<file path="src/rtl/cer_pkg.sv">
package cer_pkg;
    localparam int N_EVT  = 6;
    localparam int CODE_W = 8;
    // Positions of the strobes in the event vector and in the event code
    localparam int B_CYC_START = 0;
    localparam int B_CYC_STOP  = 1;
    localparam int B_CAL_START = 2;
    localparam int B_CAL_STOP  = 3;
    localparam int B_INJECT    = 4;
    localparam int B_HARM      = 5;
endpackage

</file>
<file path="src/rtl/cer_cycle_clock.sv">
module cer_cycle_clock #(
    parameter int CYC_W  = 32,
    parameter int TIME_W = 32
) (
    input  logic              clk,
    input  logic              rst_n,
    input  logic              start,
    input  logic              tick,
    output logic [CYC_W-1:0]  cycle_next,
    output logic [CYC_W-1:0]  cycle_q,
    output logic [TIME_W-1:0] ms_q
);
    typedef struct packed {
        logic [CYC_W-1:0]  cycle;
        logic [TIME_W-1:0] ms;
    } st_t;

    st_t st_d, st_q;

    always_comb begin
        st_d = st_q;
        if (start) begin
            st_d.cycle = st_q.cycle + 1'b1;
            st_d.ms    = '0;
        end else if (tick) begin
            st_d.ms    = st_q.ms + 1'b1;
        end
    end

    always_ff @(posedge clk) begin
        if (!rst_n) st_q <= '0;
        else        st_q <= st_d;
    end

    assign cycle_next = st_d.cycle;
    assign cycle_q    = st_q.cycle;
    assign ms_q       = st_q.ms;

    p_cycle_step_r2: assert property (@(posedge clk) disable iff (!rst_n)
        start |=> cycle_q == $past(cycle_q) + 1'b1);
    p_ms_clear_r3: assert property (@(posedge clk) disable iff (!rst_n)
        start |=> ms_q == '0);
    p_ms_hold_r3: assert property (@(posedge clk) disable iff (!rst_n)
        (!start && !tick) |=> $stable(ms_q));
endmodule

</file>
<file path="src/rtl/cer_timing_writer.sv">
module cer_timing_writer #(
    parameter int CYC_W    = 32,
    parameter int ADDR_W   = 32,
    parameter int TT_DEPTH = 4096,
    localparam int TT_AW   = $clog2(TT_DEPTH),
    localparam int TT_DW   = ADDR_W + CYC_W
) (
    input  logic              clk,
    input  logic              rst_n,
    input  logic              tick,
    input  logic [ADDR_W-1:0] data_addr,
    input  logic [CYC_W-1:0]  cycle_next,
    output logic [TT_AW-1:0]  ptr_q,
    output logic              we,
    output logic [TT_AW-1:0]  waddr,
    output logic [TT_DW-1:0]  wdata,
    output logic [TT_AW-1:0]  last
);
    localparam logic [TT_AW-1:0] TOP = TT_AW'(TT_DEPTH - 1);

    typedef struct packed {
        logic             we;
        logic [TT_AW-1:0] waddr;
        logic [TT_DW-1:0] wdata;
        logic [TT_AW-1:0] ptr;
        logic [TT_AW-1:0] last;
    } st_t;

    st_t st_d, st_q;

    always_comb begin
        st_d    = st_q;
        st_d.we = tick;
        if (tick) begin
            st_d.waddr = st_q.ptr;
            st_d.wdata = {data_addr, cycle_next};
            st_d.last  = st_q.ptr;
            st_d.ptr   = (st_q.ptr == TOP) ? '0 : st_q.ptr + 1'b1;
        end
    end

    always_ff @(posedge clk) begin
        if (!rst_n) st_q <= '0;
        else        st_q <= st_d;
    end

    assign ptr_q = st_q.ptr;
    assign we    = st_q.we;
    assign waddr = st_q.waddr;
    assign wdata = st_q.wdata;
    assign last  = st_q.last;

    p_one_write_r4: assert property (@(posedge clk) disable iff (!rst_n)
        tick |=> we && waddr == $past(ptr_q));
    p_no_write_r4: assert property (@(posedge clk) disable iff (!rst_n)
        !tick |=> !we);
    p_wrap_r5: assert property (@(posedge clk) disable iff (!rst_n)
        (tick && ptr_q == TOP) |=> ptr_q == '0);
endmodule

</file>
<file path="src/rtl/cer_event_logger.sv">
module cer_event_logger #(
    parameter int N_EVT     = 6,
    parameter int CODE_W    = 8,
    parameter int PTR_W     = 24,
    parameter int TT_AW     = 12,
    parameter int EV_CYCLES = 4,
    parameter int EV_SLOTS  = 16,
    localparam int EV_CW    = $clog2(EV_CYCLES),
    localparam int EV_SW    = $clog2(EV_SLOTS),
    localparam int EV_AW    = EV_CW + EV_SW,
    localparam int EV_DW    = CODE_W + PTR_W
) (
    input  logic             clk,
    input  logic             rst_n,
    input  logic [N_EVT-1:0] strobe,
    input  logic             start,
    input  logic [EV_CW-1:0] cyc_lo,
    input  logic [TT_AW-1:0] tt_ptr,
    output logic             we,
    output logic [EV_AW-1:0] waddr,
    output logic [EV_DW-1:0] wdata
);
    localparam logic [EV_SW:0] FULL = (EV_SW+1)'(EV_SLOTS);

    typedef struct packed {
        logic             we;
        logic [EV_AW-1:0] waddr;
        logic [EV_DW-1:0] wdata;
        logic [EV_SW:0]   slot;
    } st_t;

    st_t st_d, st_q;
    logic [EV_DW-1:0] entry;

    assign entry = {CODE_W'(strobe), PTR_W'(tt_ptr)};

    always_comb begin
        st_d    = st_q;
        st_d.we = 1'b0;
        if (start) begin
            st_d.we    = 1'b1;
            st_d.waddr = {cyc_lo, {EV_SW{1'b0}}};
            st_d.wdata = entry;
            st_d.slot  = (EV_SW+1)'(1);
        end else if ((|strobe) && st_q.slot < FULL) begin
            st_d.we    = 1'b1;
            st_d.waddr = {cyc_lo, st_q.slot[EV_SW-1:0]};
            st_d.wdata = entry;
            st_d.slot  = st_q.slot + 1'b1;
        end
    end

    always_ff @(posedge clk) begin
        if (!rst_n) st_q <= '0;
        else        st_q <= st_d;
    end

    assign we    = st_q.we;
    assign waddr = st_q.waddr;
    assign wdata = st_q.wdata;

    p_slot0_r8: assert property (@(posedge clk) disable iff (!rst_n)
        start |=> we && waddr[EV_SW-1:0] == '0);
    p_drop_r9: assert property (@(posedge clk) disable iff (!rst_n)
        (!start && st_q.slot == FULL) |=> !we);
    p_quiet_r7: assert property (@(posedge clk) disable iff (!rst_n)
        (strobe == '0) |=> !we);
endmodule

</file>
<file path="src/rtl/cycle_event_recorder.sv">
module cycle_event_recorder
    import cer_pkg::*;
#(
    parameter int CYC_W     = 32,
    parameter int TIME_W    = 32,
    parameter int ADDR_W    = 32,
    parameter int TT_DEPTH  = 4096,
    parameter int PTR_W     = 24,
    parameter int EV_CYCLES = 4,
    parameter int EV_SLOTS  = 16,
    localparam int TT_AW    = $clog2(TT_DEPTH),
    localparam int EV_AW    = $clog2(EV_CYCLES) + $clog2(EV_SLOTS)
) (
    input  logic                    clk,
    input  logic                    rst_n,
    input  logic [N_EVT-1:0]        evt_strobe,
    input  logic                    ms_tick,
    input  logic [ADDR_W-1:0]       data_wr_addr,
    output logic                    tt_we,
    output logic [TT_AW-1:0]        tt_waddr,
    output logic [ADDR_W+CYC_W-1:0] tt_wdata,
    output logic                    ev_we,
    output logic [EV_AW-1:0]        ev_waddr,
    output logic [CODE_W+PTR_W-1:0] ev_wdata,
    output logic [CYC_W-1:0]        cycle_num,
    output logic [TIME_W-1:0]       ms_time,
    output logic [TT_AW-1:0]        tt_last_addr
);
    logic             start;
    logic [CYC_W-1:0] cycle_next;
    logic [TT_AW-1:0] tt_ptr;

    assign start = evt_strobe[B_CYC_START];

    cer_cycle_clock #(.CYC_W(CYC_W), .TIME_W(TIME_W)) u_clock (
        .clk(clk), .rst_n(rst_n), .start(start), .tick(ms_tick),
        .cycle_next(cycle_next), .cycle_q(cycle_num), .ms_q(ms_time)
    );

    cer_timing_writer #(.CYC_W(CYC_W), .ADDR_W(ADDR_W), .TT_DEPTH(TT_DEPTH)) u_timing (
        .clk(clk), .rst_n(rst_n), .tick(ms_tick), .data_addr(data_wr_addr),
        .cycle_next(cycle_next), .ptr_q(tt_ptr), .we(tt_we), .waddr(tt_waddr),
        .wdata(tt_wdata), .last(tt_last_addr)
    );

    cer_event_logger #(
        .N_EVT(N_EVT), .CODE_W(CODE_W), .PTR_W(PTR_W), .TT_AW(TT_AW),
        .EV_CYCLES(EV_CYCLES), .EV_SLOTS(EV_SLOTS)
    ) u_events (
        .clk(clk), .rst_n(rst_n), .strobe(evt_strobe), .start(start),
        .cyc_lo(cycle_next[$clog2(EV_CYCLES)-1:0]), .tt_ptr(tt_ptr),
        .we(ev_we), .waddr(ev_waddr), .wdata(ev_wdata)
    );

    p_last_follows_r6: assert property (@(posedge clk) disable iff (!rst_n)
        tt_we |-> tt_last_addr == tt_waddr);
endmodule

</file>
<file path="config.mk">
export PLATFORM = sky130hd
export DESIGN_NAME = cycle_event_recorder
export DESIGN_NICKNAME = d
export VERILOG_FILES = /design/src/rtl/cer_pkg.sv /design/src/rtl/cer_cycle_clock.sv /design/src/rtl/cer_timing_writer.sv /design/src/rtl/cer_event_logger.sv /design/src/rtl/cycle_event_recorder.sv
export SDC_FILE = /design/constraint.sdc
export NUM_CORES = 1
export LEC_CHECK = 0
export BUFFER_PORTS_ARGS = -buffer_cell sky130_fd_sc_hd__buf_2
export CAP_MARGIN = 10
export CORE_MARGIN = 2
export CORE_UTILIZATION = 51
export DETAILED_ROUTE_END_ITERATION = 7
export GPL_ROUTABILITY_DRIVEN = 1
export PLACE_DENSITY = 0.79
export SETUP_SLACK_MARGIN = 0.4
export SYNTH_ARGS = -nofsm -noshare
export SYNTH_HDL_FRONTEND = slang
export SYNTH_SLANG_ARGS = --single-unit
</file>
<file path="constraint.sdc">
create_clock -name clk -period 2.5 [get_ports clk]
set_input_delay 0.625 -clock clk [delete_from_list [all_inputs] [get_ports clk]]
set_output_delay 0.625 -clock clk [all_outputs]
set_load 0.05 [all_outputs]
</file>
==> impl_results.md <==
* Total track usage at 0.240
* Syn Inst Count at 850
* Final ANT Viol Nets at 0
* Max Cap Viol at 0
* Crit. End Element: flop
* TritonCTS clock tree: done
* Worst path top cell family by delay: simple AND/OR/NAND/NOR gates
* Post-route setup slack at 425 ps
* Slew @ Worst Pin at 925 ps
* Synth area leader: dfxtp_1
* I/O Pins at 233
* Outcome: finished clean
* Global-route wire length before repair at 31300 um
* CP Launch Type: flop
* Die height at 126 um
* Initial antenna violation count at 0
* Post-detail-place hpwl at 13100 um
* Clock sink total at 183
* Final worst path period need at 2080 ps
* Largest cells by area after synthesis: dfxtp_1 48%, mux2i_1 6.2%, a21oi_1 4.9%
* Pwr per Cell Area at 698 mW/mm^2
* DRT Wirelength at 19800 um
* CP cell instances: buf_8, nand3_4, or4_4, buf_6, or4_4, a31oi_1
* WS Path Type: flop to flop
* Worst EP arrival at 2420 ps
* Netlist cell types at 40
* Initial DRT Pass Iterations at 7
* Largest net degree at the start of global routing at 61
* IO Port Bufs at 218
* Yosys warnings at 0
* GR met2 Demand/Resource at 0.388
* DR vias at 6880
* Critical Path Stages at 6
* HP Class: primary input to flop
* Sequential area share after synthesis at 0.481
* Syn avg cell area at 8.97 um^2
* Mapped Area at 0.00762 mm^2
* Mean number of vias per cell at 5.59
* Final setup fails at 0
* Die area at 0.0159 mm^2
* Vias in the first global route at 6319
* Chip width at 126 um
* Clk_skew at 8.84 ps
* Worst r2r src: u_clock.cycle_q[0]
* Hold Buf Count CTS at 0
* F_max at 482 MHz
* Crit path to: u_timing.wdata[29]
* Dpl ws at 159 ps
* Seq cells post-synth at 183
* Hold Path Depth at 3
* Final hold vios at 0
* Pleak at 4.12 nW
* Slack of the worst reg-to-reg path at 420 ps
* Met3 Usage GRT at 0.0735
* Initial core utilization at 0.523
* CTS buffer count at 17
* CTS root buffer: clkbuf_16
* Core ar. at 0.0146 mm^2
* Final net count at 1078
* Max-slew headroom at the worst pin at 0.383
* Most Frequent Cell on Critical Path: or4_4
* Routed len/inst at 16.1 um
* DRC viols at 0
* Diode count at 0
* Crit-path slowest cell: or4_4
* FP Rows at 44
* RSZ-0062 raised after global routing: yes
* Worst-path clk slew at 70 ps
* Drt first-iter violations at 528
* Worst r2r dst: u_timing.wdata[29]
* Setup TNS at 0 ps
* Max Root-Sink Buffers at 2
* Crit path buffers/inverters at 2
* Worst-skew pair later-pin latency at 430 ps
* CP max FO at 5
* Routability cong. at 0.851
* Ys async rst share at 0
* CP startpoint: u_clock.cycle_q[0]
* Area Growth Syn to Fin at 24.4%
* Met1 Track Usage GR at 0.305
* Tcrit/Tclk final at 0.830
* Synth Flop Type: dfxtp_1
* Worst VDD drop at 0.529 mV
* H-tree depth at 4
* Share of layout cells above drive strength 1 at 0.315
* Post-synth EDFFs at 0
* Reg2Reg Depth at 6
* GRT busiest layer: met2
* Slowest stage delay, CP at 560 ps
* Post-synth top area share at 0.481
* Grt total ovfl at 0
* Worst EP required at 2850 ps
* Pins Over Slew Limit at 0
## where the power goes
part | switching, mW | total [mW] | leakage [nW] | internal (mW)
clock | 1.22 | 2.87 | 0.306 | 1.65
sequential | 0.0518 | 3.04 | 1.50 | 2.99
combinational | 0.524 | 0.705 | 2.31 | 0.182
total | 1.79 | 6.62 | 4.12 | 4.82
## synth_stat cells (8+ instances only)
library cell	instances
dfxtp_1	183
nor2_1	91
a21oi_1	75
o21ai_0	63
buf_4	50
mux2i_1	47
nand2_1	42
clkbuf_1	40
nand3_1	39
or3_1	23
nand4_1	21
a31oi_1	19
xor2_1	18
o31ai_1	17
xnor2_1	16
inv_1	14
or4_1	13
or4_4	9
buf_1	8
## cell usage in the layout, fill, tap and decap left out, types with 3 or more instances in the layout
master	n
and4_1	6
dfxtp_4	6
clkinvlp_4	3
and2_1	7
nand4_1	21
nand2b_1	3
a31oi_1	18
inv_8	3
or4_1	12
or3_1	23
nor2_1	91
nor3_1	7
nor4_1	6
mux2i_1	47
dfxtp_1	160
a211oi_1	6
and3_1	7
dfxtp_2	17
buf_2	219
nand2_1	41
clkbuf_16	19
buf_12	4
a21oi_1	73
o21ai_0	63
xnor2_1	16
o31ai_1	16
nand3_1	38
xor2_1	18
inv_6	3
inv_1	13
buf_4	28
ha_1	3
or4_4	10
conb_1	14
## flip-flops by register name (all words and copies together) (netlist names)
name / count
u_clock.cycle_q: 32
u_clock.ms_q: 32
u_events.st_q: 5
u_events.waddr: 6
u_events.wdata: 18
u_events.we: 1
u_timing.ptr_q: 12
u_timing.waddr: 12
u_timing.wdata: 64
u_timing.we: 1
## worst min path at each step
stage                           start                  to  slack (ps)
CTS                  data_wr_addr[20]  u_timing.wdata[52]         410
global placement    u_events.waddr[2]   u_events.waddr[2]         440
global route         data_wr_addr[23]  u_timing.wdata[55]         430
floorplan           u_events.waddr[0]   u_events.waddr[0]         440
finish               data_wr_addr[24]  u_timing.wdata[56]         430
detailed placement  u_events.wdata[2]   u_events.wdata[2]         450
## logic make-up (layout without fill, tap and decap cells)
| logic type | after synthesis | after routing | share of synthesized area |
|---|---|---|---|
| fa+ha+maj | 4 | 4 | 0.00657 |
| other cells | 1 | 14 | 0.000492 |
| mux | 47 | 47 | 0.0617 |
| simple gates | 277 | 277 | 0.189 |
| buf+inv | 117 | 300 | 0.0855 |
| xor+xnor | 34 | 34 | 0.0391 |
| flops | 183 | 183 | 0.481 |
| compound gates | 187 | 187 | 0.137 |
## layout make-up
cell class / count / area (um^2)
well taps: 184 / 230
multi-input cells: 563 / 3430
flip-flops and latches: 183 / 3710
clock inverters: 12 / 151
repair buffers: 254 / 1420
inverters: 14 / 53.8
fillers: 1171 / 5100
clock buffers: 20 / 489
## per-stage QoR
step / cell area, um^2 / power, mW / hold WS (ps) / util / cells
floorplan: 7730 / 3.64 / 437 / - / 863
global placement: 8590 / 3.78 / 441 / 0.589 / 1177
detailed placement: 8590 / 3.79 / 455 / 0.589 / 1177
CTS: 9310 / 6.65 / 412 / 0.638 / 1216
global route: 9490 / 6.85 / 430 / 0.650 / 1230
finish: 9490 / 6.62 / 427 / 0.650 / 1230
## what timing repair did
action,in CTS,in global routing
pin swaps,1,7
endpoints found under the setup margin,3,24
gates resized for setup,4,13
buffers inserted,7,14
## metal layers
layer / part of all wire / up-vias
li1: - / 3313
met1: 0.42 / 3249
met2: 0.48 / 283
met3: 0.074 / 35
met4: 0.021 / 0
met5: 0 / -
## worst register-to-register path, stage by stage (launching register included)
cell	delay, ps
dfxtp_4	380
buf_8	120
nand3_4	70
or4_4	560
buf_6	150
or4_4	510
a31oi_1	200
(Power assumes the default switching activity.)
